**src/rtl/cmpo_pkg.sv**
```systemverilog
package cmpo_pkg;
  localparam int DATA_W = 8;
  localparam int ADDR_W = 2;

  localparam logic [ADDR_W-1:0] A_CTRL  = 2'd0;
  localparam logic [ADDR_W-1:0] A_CTRL2 = 2'd1;
  localparam logic [ADDR_W-1:0] A_FLAG  = 2'd2;
  localparam logic [ADDR_W-1:0] A_ENAB  = 2'd3;

  localparam int B_STAT  = 6;
  localparam int B_POL   = 4;
  localparam int B_PINEN = 5;
  localparam int B_SYNC  = 0;
  localparam int B_GSEL  = 1;
  localparam int B_FLAG  = 3;
  localparam int B_IE    = 2;
  localparam int B_GRP   = 6;
  localparam int B_GLB   = 7;

  function automatic logic polarize(input logic v, input logic inv);
    return v ^ inv;
  endfunction

  function automatic logic pick_out(input logic sync_en, input logic held, input logic live);
    return sync_en ? held : live;
  endfunction

  function automatic logic irq_gate(input logic flag, input logic ie, input logic grp, input logic glb);
    return flag & ie & grp & glb;
  endfunction
endpackage

```
**src/rtl/cmpo_sync.sv**
```systemverilog
module cmpo_sync #(
  parameter int STAGES = 2
) (
  input  logic clk,
  input  logic rst_n,
  input  logic d,
  output logic q
);
  logic [STAGES-1:0] chain;

  for (genvar i = 0; i < STAGES; i++) begin : g_stage
    if (i == 0) begin : g_first
      always_ff @(posedge clk or negedge rst_n) begin
        if (!rst_n) chain[i] <= 1'b0;
        else        chain[i] <= d;
      end
    end else begin : g_next
      always_ff @(posedge clk or negedge rst_n) begin
        if (!rst_n) chain[i] <= 1'b0;
        else        chain[i] <= chain[i-1];
      end
    end
  end

  assign q = chain[STAGES-1];
endmodule

```
**src/rtl/cmpo_tlatch.sv**
```systemverilog
module cmpo_tlatch (
  input  logic clk,
  input  logic rst_n,
  input  logic tmr_clk,
  input  logic d,
  output logic fall,
  output logic q
);
  logic tprev;

  assign fall = tprev & ~tmr_clk;

  always_ff @(posedge clk or negedge rst_n) begin
    if (!rst_n) begin
      tprev <= 1'b0;
      q     <= 1'b0;
    end else begin
      tprev <= tmr_clk;
      if (fall) q <= d;
    end
  end
endmodule

```
**src/rtl/cmpo_change.sv**
```systemverilog
module cmpo_change (
  input  logic clk,
  input  logic rst_n,
  input  logic cout,
  input  logic ref_load,
  input  logic flag_wr,
  input  logic flag_wdata,
  output logic mismatch,
  output logic set_evt,
  output logic ref_q,
  output logic flag_q
);
  assign mismatch = cout ^ ref_q;
  assign set_evt  = mismatch & ~ref_load;

  always_ff @(posedge clk or negedge rst_n) begin
    if (!rst_n) begin
      ref_q  <= 1'b0;
      flag_q <= 1'b0;
    end else begin
      if (ref_load) ref_q <= cout;
      if (set_evt)      flag_q <= 1'b1;
      else if (flag_wr) flag_q <= flag_wdata;
    end
  end
endmodule

```
**src/rtl/cmpo_regs.sv**
```systemverilog
module cmpo_regs
  import cmpo_pkg::*;
(
  input  logic              clk,
  input  logic              rst_n,
  input  logic [ADDR_W-1:0] bus_addr,
  input  logic              bus_rd,
  input  logic              bus_wr,
  input  logic [DATA_W-1:0] bus_wdata,
  input  logic              cout,
  input  logic              flag_q,
  output logic [DATA_W-1:0] bus_rdata,
  output logic              pol_q,
  output logic              pin_en_q,
  output logic              sync_q,
  output logic              gsel_q,
  output logic              ie_q,
  output logic              grp_q,
  output logic              glb_q,
  output logic              ref_load,
  output logic              flag_wr,
  output logic              flag_wdata
);
  logic wr_ctrl, wr_ctrl2, wr_enab;

  assign ref_load   = (bus_rd | bus_wr) & (bus_addr == A_CTRL);
  assign wr_ctrl    = bus_wr & (bus_addr == A_CTRL);
  assign wr_ctrl2   = bus_wr & (bus_addr == A_CTRL2);
  assign wr_enab    = bus_wr & (bus_addr == A_ENAB);
  assign flag_wr    = bus_wr & (bus_addr == A_FLAG);
  assign flag_wdata = bus_wdata[B_FLAG];

  always_ff @(posedge clk or negedge rst_n) begin
    if (!rst_n) begin
      pol_q    <= 1'b0;
      pin_en_q <= 1'b0;
      sync_q   <= 1'b0;
      gsel_q   <= 1'b0;
      ie_q     <= 1'b0;
      grp_q    <= 1'b0;
      glb_q    <= 1'b0;
    end else begin
      if (wr_ctrl) begin
        pol_q    <= bus_wdata[B_POL];
        pin_en_q <= bus_wdata[B_PINEN];
      end
      if (wr_ctrl2) begin
        sync_q <= bus_wdata[B_SYNC];
        gsel_q <= bus_wdata[B_GSEL];
      end
      if (wr_enab) begin
        ie_q  <= bus_wdata[B_IE];
        grp_q <= bus_wdata[B_GRP];
        glb_q <= bus_wdata[B_GLB];
      end
    end
  end

  always_comb begin
    bus_rdata = '0;
    case (bus_addr)
      A_CTRL: begin
        bus_rdata[B_STAT]  = cout;
        bus_rdata[B_POL]   = pol_q;
        bus_rdata[B_PINEN] = pin_en_q;
      end
      A_CTRL2: begin
        bus_rdata[B_SYNC] = sync_q;
        bus_rdata[B_GSEL] = gsel_q;
      end
      A_FLAG: bus_rdata[B_FLAG] = flag_q;
      default: begin
        bus_rdata[B_IE]  = ie_q;
        bus_rdata[B_GRP] = grp_q;
        bus_rdata[B_GLB] = glb_q;
      end
    endcase
  end
endmodule

```
**src/rtl/cmp_out_irq.sv**
```systemverilog
module cmp_out_irq
  import cmpo_pkg::*;
#(
  parameter int SYNC_STAGES = 2
) (
  input  logic              clk,
  input  logic              rst_n,
  input  logic              cmp_raw,
  input  logic              tmr_clk_ps,
  input  logic              gate_pin_in,
  input  logic              pin_tris,
  input  logic [ADDR_W-1:0] bus_addr,
  input  logic              bus_rd,
  input  logic              bus_wr,
  input  logic [DATA_W-1:0] bus_wdata,
  output logic [DATA_W-1:0] bus_rdata,
  output logic              pin_out,
  output logic              pin_oe,
  output logic              gate_src,
  output logic              irq
);
  logic synced, cin, cout, latch_q, tmr_fall;
  logic pol_q, pin_en_q, sync_q, gsel_q, ie_q, grp_q, glb_q;
  logic ref_load, flag_wr, flag_wdata;
  logic mismatch, set_evt, ref_q, flag_q;

  cmpo_sync #(.STAGES(SYNC_STAGES)) u_sync (
    .clk(clk), .rst_n(rst_n), .d(cmp_raw), .q(synced)
  );

  assign cin = polarize(synced, pol_q);

  cmpo_tlatch u_tlatch (
    .clk(clk), .rst_n(rst_n), .tmr_clk(tmr_clk_ps), .d(cin),
    .fall(tmr_fall), .q(latch_q)
  );

  assign cout = pick_out(sync_q, latch_q, cin);

  cmpo_regs u_regs (
    .clk(clk), .rst_n(rst_n), .bus_addr(bus_addr), .bus_rd(bus_rd),
    .bus_wr(bus_wr), .bus_wdata(bus_wdata), .cout(cout), .flag_q(flag_q),
    .bus_rdata(bus_rdata), .pol_q(pol_q), .pin_en_q(pin_en_q),
    .sync_q(sync_q), .gsel_q(gsel_q), .ie_q(ie_q), .grp_q(grp_q),
    .glb_q(glb_q), .ref_load(ref_load), .flag_wr(flag_wr),
    .flag_wdata(flag_wdata)
  );

  cmpo_change u_change (
    .clk(clk), .rst_n(rst_n), .cout(cout), .ref_load(ref_load),
    .flag_wr(flag_wr), .flag_wdata(flag_wdata), .mismatch(mismatch),
    .set_evt(set_evt), .ref_q(ref_q), .flag_q(flag_q)
  );

  assign pin_out  = pin_en_q & polarize(cmp_raw, pol_q);
  assign pin_oe   = pin_en_q & ~pin_tris;
  assign gate_src = gsel_q ? cout : gate_pin_in;
  assign irq      = irq_gate(flag_q, ie_q, grp_q, glb_q);
endmodule

```
**config.mk**
```make
export PLATFORM = sky130hd
export DESIGN_NAME = cmp_out_irq
export DESIGN_NICKNAME = d
export VERILOG_FILES = /design/src/rtl/cmpo_pkg.sv /design/src/rtl/cmpo_sync.sv /design/src/rtl/cmpo_tlatch.sv /design/src/rtl/cmpo_change.sv /design/src/rtl/cmpo_regs.sv /design/src/rtl/cmp_out_irq.sv
export SDC_FILE = /design/constraint.sdc
export NUM_CORES = 1
export LEC_CHECK = 0
export BUFFER_PORTS_ARGS = -buffer_cell sky130_fd_sc_hd__buf_2
export CORE_MARGIN = 10
export CORE_UTILIZATION = 44
export CTS_CLUSTER_DIAMETER = 80
export DETAILED_ROUTE_END_ITERATION = 6
export HOLD_SLACK_MARGIN = 0.15
export PLACE_DENSITY = 0.8
export SLEW_MARGIN = 30
export SYNTH_ARGS = -nofsm -noshare
export SYNTH_HDL_FRONTEND = slang
export SYNTH_SLANG_ARGS = --single-unit
```
**constraint.sdc**
```tcl
create_clock -name clk -period 1.28 [get_ports clk]
set_input_delay 0.192 -clock clk [delete_from_list [all_inputs] [get_ports clk]]
set_output_delay 0.192 -clock clk [all_outputs]
set_load 0.05 [all_outputs]
```
# Word level (Yosys, flattened, before mapping)
# Cells that the tools add are included.
# totals
word_cells,49
input_bits,18
regBits,13
# op_classes
n_reduce_logical,4
bitwise_logic,19
eq_ne,3
mux,10
# ops
op,count
1-bit AND,12
1-bit two-way mux,7
"2-bit equality test, second input constant",2
2-bit two-way mux,2
1-bit inverter,3
3-bit OR reduction,1
1-bit bitwise XOR,3
"2-bit by 1-bit equality test with 1-bit output, second input constant",1
2-bit logical NOT,1
1-bit one-hot mux with 2 select lines,1
2-bit nonzero test,1
2-bit OR reduction,1
1-bit OR,1

# Logic depth before layout (Yosys ltp)
# logic_depth
depth_word,5
ltp_mapped,3

# Modules after synthesis
# Synthesis repeated with hierarchy kept, for this count alone.
# hier_totals
hier_cells,58
area_unflattened_um2,684.4
# modules_own_cells
module,cells_per_inst,area_per_inst_um2,seq_area_each_um2,n_inst
cmpo_regs,32,376.6,175.2,1
cmpo_change,8,92.6,50.0,1
cmp_out_irq,12,86.3,0.0,1
cmpo_tlatch,4,78.8,50.0,1
cmpo_sync,2,50.0,50.0,1

# Worst setup path before layout
# Ideal clock, no wire load.
# synth_path
path_type,register to output
start,register u_regs.pol_q
end,output port bus_rdata[6]
t_arrival_ns,1.141
stages_incl_launch_ff,4
required_time_ns,1.088
path_slack_ns,-0.053
path_buffers,0
path_cell_list,dfrtp_1 -> xor2_1 -> o21a_1 -> a21o_1
# synth_between
elab_chain_len,3
# synth_lines
element,line,rtl
from (decl),cmpo_regs.sv:13,"output logic pol_q,"
from (signal assigned),cmpo_regs.sv:44,pol_q <= bus_wdata[B_POL];
1-bit bitwise XOR,cmpo_pkg.sv:21,return v ^ inv;
1-bit two-way mux,cmpo_pkg.sv:25,return sync_en ? held : live;
1-bit one-hot mux with 2 select lines,cmpo_regs.sv:61,case (bus_addr)
to (decl),cmp_out_irq.sv:16,"output logic [DATA_W-1:0] bus_rdata,"
# No other way between the ends.

# Final worst setup path
# layout_path
start,register u_sync.chain[1] (netlist: u_sync.q)
end,output port gate_src
# layout_between
elab_chain_len,3
# layout_lines
element,line,rtl
from (decl),cmpo_sync.sv:9,logic [STAGES-1:0] chain;
"from (signal, indexed assignment)",cmpo_sync.sv:20,else chain[i] <= chain[i-1];
1-bit bitwise XOR,cmpo_pkg.sv:21,
1-bit two-way mux,cmpo_pkg.sv:25,
1-bit two-way mux,cmp_out_irq.sv:57,assign gate_src = gsel_q ? cout : gate_pin_in;
to (decl),cmp_out_irq.sv:19,"output logic gate_src,"
# No other way between the ends.

==> summary.txt <==
Period Utilization, post-route = 130.7%
drt pass-1 iters = 4
maximum clock rate = 597.8 MHz
fill count = 94
Synth Area in Compound Gates = 4.771%
share of layout cells above drive strength 1 = 55.77%
total track usage = 10.59%
Max Slew Vio Count = 0
leakage = 0.5268 nW
Final setup viols = 4
vias in the first global route = 604
routed wire length = 1909 um
IO Pins = 30
Final Critical Period = 1673 ps
Synth Area per Inst = 11.92 um^2
failing checks = negative setup slack
flop and latch count out of synthesis = 13
crit path DAT = 1480 ps
gpl congestion = 0.7450
largest net degree at the start of global routing = 14
Initial DRC Count = 4
worst-margin pin slew = 303.3 ps
Hold Path Class = input port to flop
startpoint types = flop
Synth Warn # = 0
Net Count, Synth = 73
clk_lat worst skew = 270 ps
DRC errors left = 0
Vias/cell = 5.067
most common cell after layout, fill and taps aside = buf_2
root buffer cell = clkbuf_4
clock sink count = 13
I/O Buffers = 29
critical-path maximum fanout = 3
Seq/Total Area, Yosys = 49.62%
Worst Setup Path Type = flop to output pin
RSZ-0062 raised after global routing = true
Max Clock Skew = 6.577 ps
Synth Instances = 55
Slew HR = 79.78%
clk slew on worst S/H paths = 80 ps
Setup WS post-layout = -392.8 ps
portion of netlist area occupied by mux cells = 18.70%
Synth Area in Adders = 0%
simple-gate area share of the yosys netlist = 24.24%
Vias = 603
largest family of logic cells by synthesized area = simple AND/OR/NAND/NOR gates
Max Cap Viol = 0
total congestion overflow = 0
XOR/XNOR Fraction of Synth Area = 2.672%
most frequent cells in the layout = 18 x buf_2, 12 x dfrtp_1, 11 x dlygate4sd3_1, 9 x mux2_2
Final ANT Viol Nets = 0
die width = 58.60 um
critical path endpoint category = output pin
CTS tree = done
drt wl/cell = 16.04 um
core area = 1350 um^2
maximum root-to-sink buffer count = 2
area of the multi-input gates = 345.3 um^2
Initial Util = 48.56%
Unique masters post-synth = 23
CTS buffer count = 3
ant diodes = 0
sequential cell area = 326.6 um^2
PwrDens = 1332 nW/um^2
Syn-to-layout area delta = 63.93%
first-pass GRT wire length = 2877 um
initial antenna violation count = 0
outcome = complete, but fails checks
DP HPWL = 1294 um
final net count = 123
row count = 13
Hold Fails Final Rpt = 0
pre-CTS setup slack = -122.6 ps
Peak VDD IR = 806.7 uV
htree depth = 1
die area = 3434 um^2
Pwr Total = 1.432 mW
Req. time, crit path = 1090 ps
Post-Route Utilization = 79.61%
Die Y = 58.60 um
Mapped Area = 655.6 um^2
synthesized netlist by cell type:
library cell	instances	area, um^2
xor2_1	2	17.52
and2b_2	1	8.760
and3b_1	1	8.760
nor3_1	1	5.000
and3_2	3	22.52
a21o_1	1	7.510
and2_2	2	15.01
nand2b_1	1	6.260
nand3b_1	1	7.510
and4_1	1	8.760
nand3_1	2	10.01
and3b_2	1	10.01
nor2_1	3	11.26
mux2i_1	1	10.01
mux2_2	10	112.6
nand2_1	2	7.510
or2_1	1	6.260
o31ai_1	1	7.510
nor2b_1	2	12.51
o221ai_1	1	8.760
o21a_1	1	7.510
dfrtp_1	13	325.3
and2_1	3	18.77
power breakdown:
part	switching [mW]	internal [mW]	leakage, nW
combinational	0.315	0.307	0.363
sequential	0.0662	0.488	0.149
clock	0.134	0.121	0.0150
total	0.516	0.916	0.527
what timing repair did:
action	4_1_cts	5_1_grt
hold buffers	10	1
gates resized for setup	15	11
setup endpoints to repair	7	10
endpoints found under the hold margin	22	1
setup buffers	1	2
pin swaps	3	2
metal layers:
metal	GRT usage [%]	share of wire, %	up-vias
met3	5.150	8.6	0
met1	10.36	38	291
met5	0	0	-
met2	18.82	54	18
li1	-	-	294
met4	3.934	0	0
critical path: stages (launching register included):
cell,delay [ps]
dfrtp_1,400
xor2_1,180
o21a_1,210
mux2_4,270
buf_6,150
cell families after synthesis:
group            after synthesis
AND/OR/NAND/NOR               25
XOR/XNOR                       2
AO/OA/AOI/OAI                  4
flip-flops                    13
multiplexers                  11
per-stage QoR:
stage	TNS, ps	instance area [um^2]	hold WS (ps)	cells
floorplan	0	660.6	-103.6	55
global route	-1424	1075	284.7	119
finish	-1217	1075	301.3	119
global placement	-106.8	847.1	89.06	102
CTS	-1165	1026	152.9	117
detailed placement	-172.1	847.1	98.14	102
layout make-up:
class,count,share of cell area (%)
timing repair buffer,45,33.29
multi-input combinational,42,32.13
sequential,13,30.38
clock buffer,4,2.445
tap,15,1.746
path summary, 6_finish.rpt:
path	start	to	slack, ps	cells after the start
min	bus_rd	u_change.flag_q$_DFFE_PN0P_	300	4
max in group asynchronous	rst_n	u_regs.sync_q$_DFFE_PN0P_	650	2
min in group asynchronous	rst_n	u_regs.grp_q$_DFFE_PN0P_	370	2
min reg2reg	u_sync.chain[0]$_DFF_PN0_	u_sync.q$_DFF_PN0_	360	0
max	u_sync.q$_DFF_PN0_	gate_src	-390	4
max reg2reg	u_sync.q$_DFF_PN0_	u_change.flag_q$_DFFE_PN0P_	70	4
Note: power is estimated with default switching activity, not from simulation.
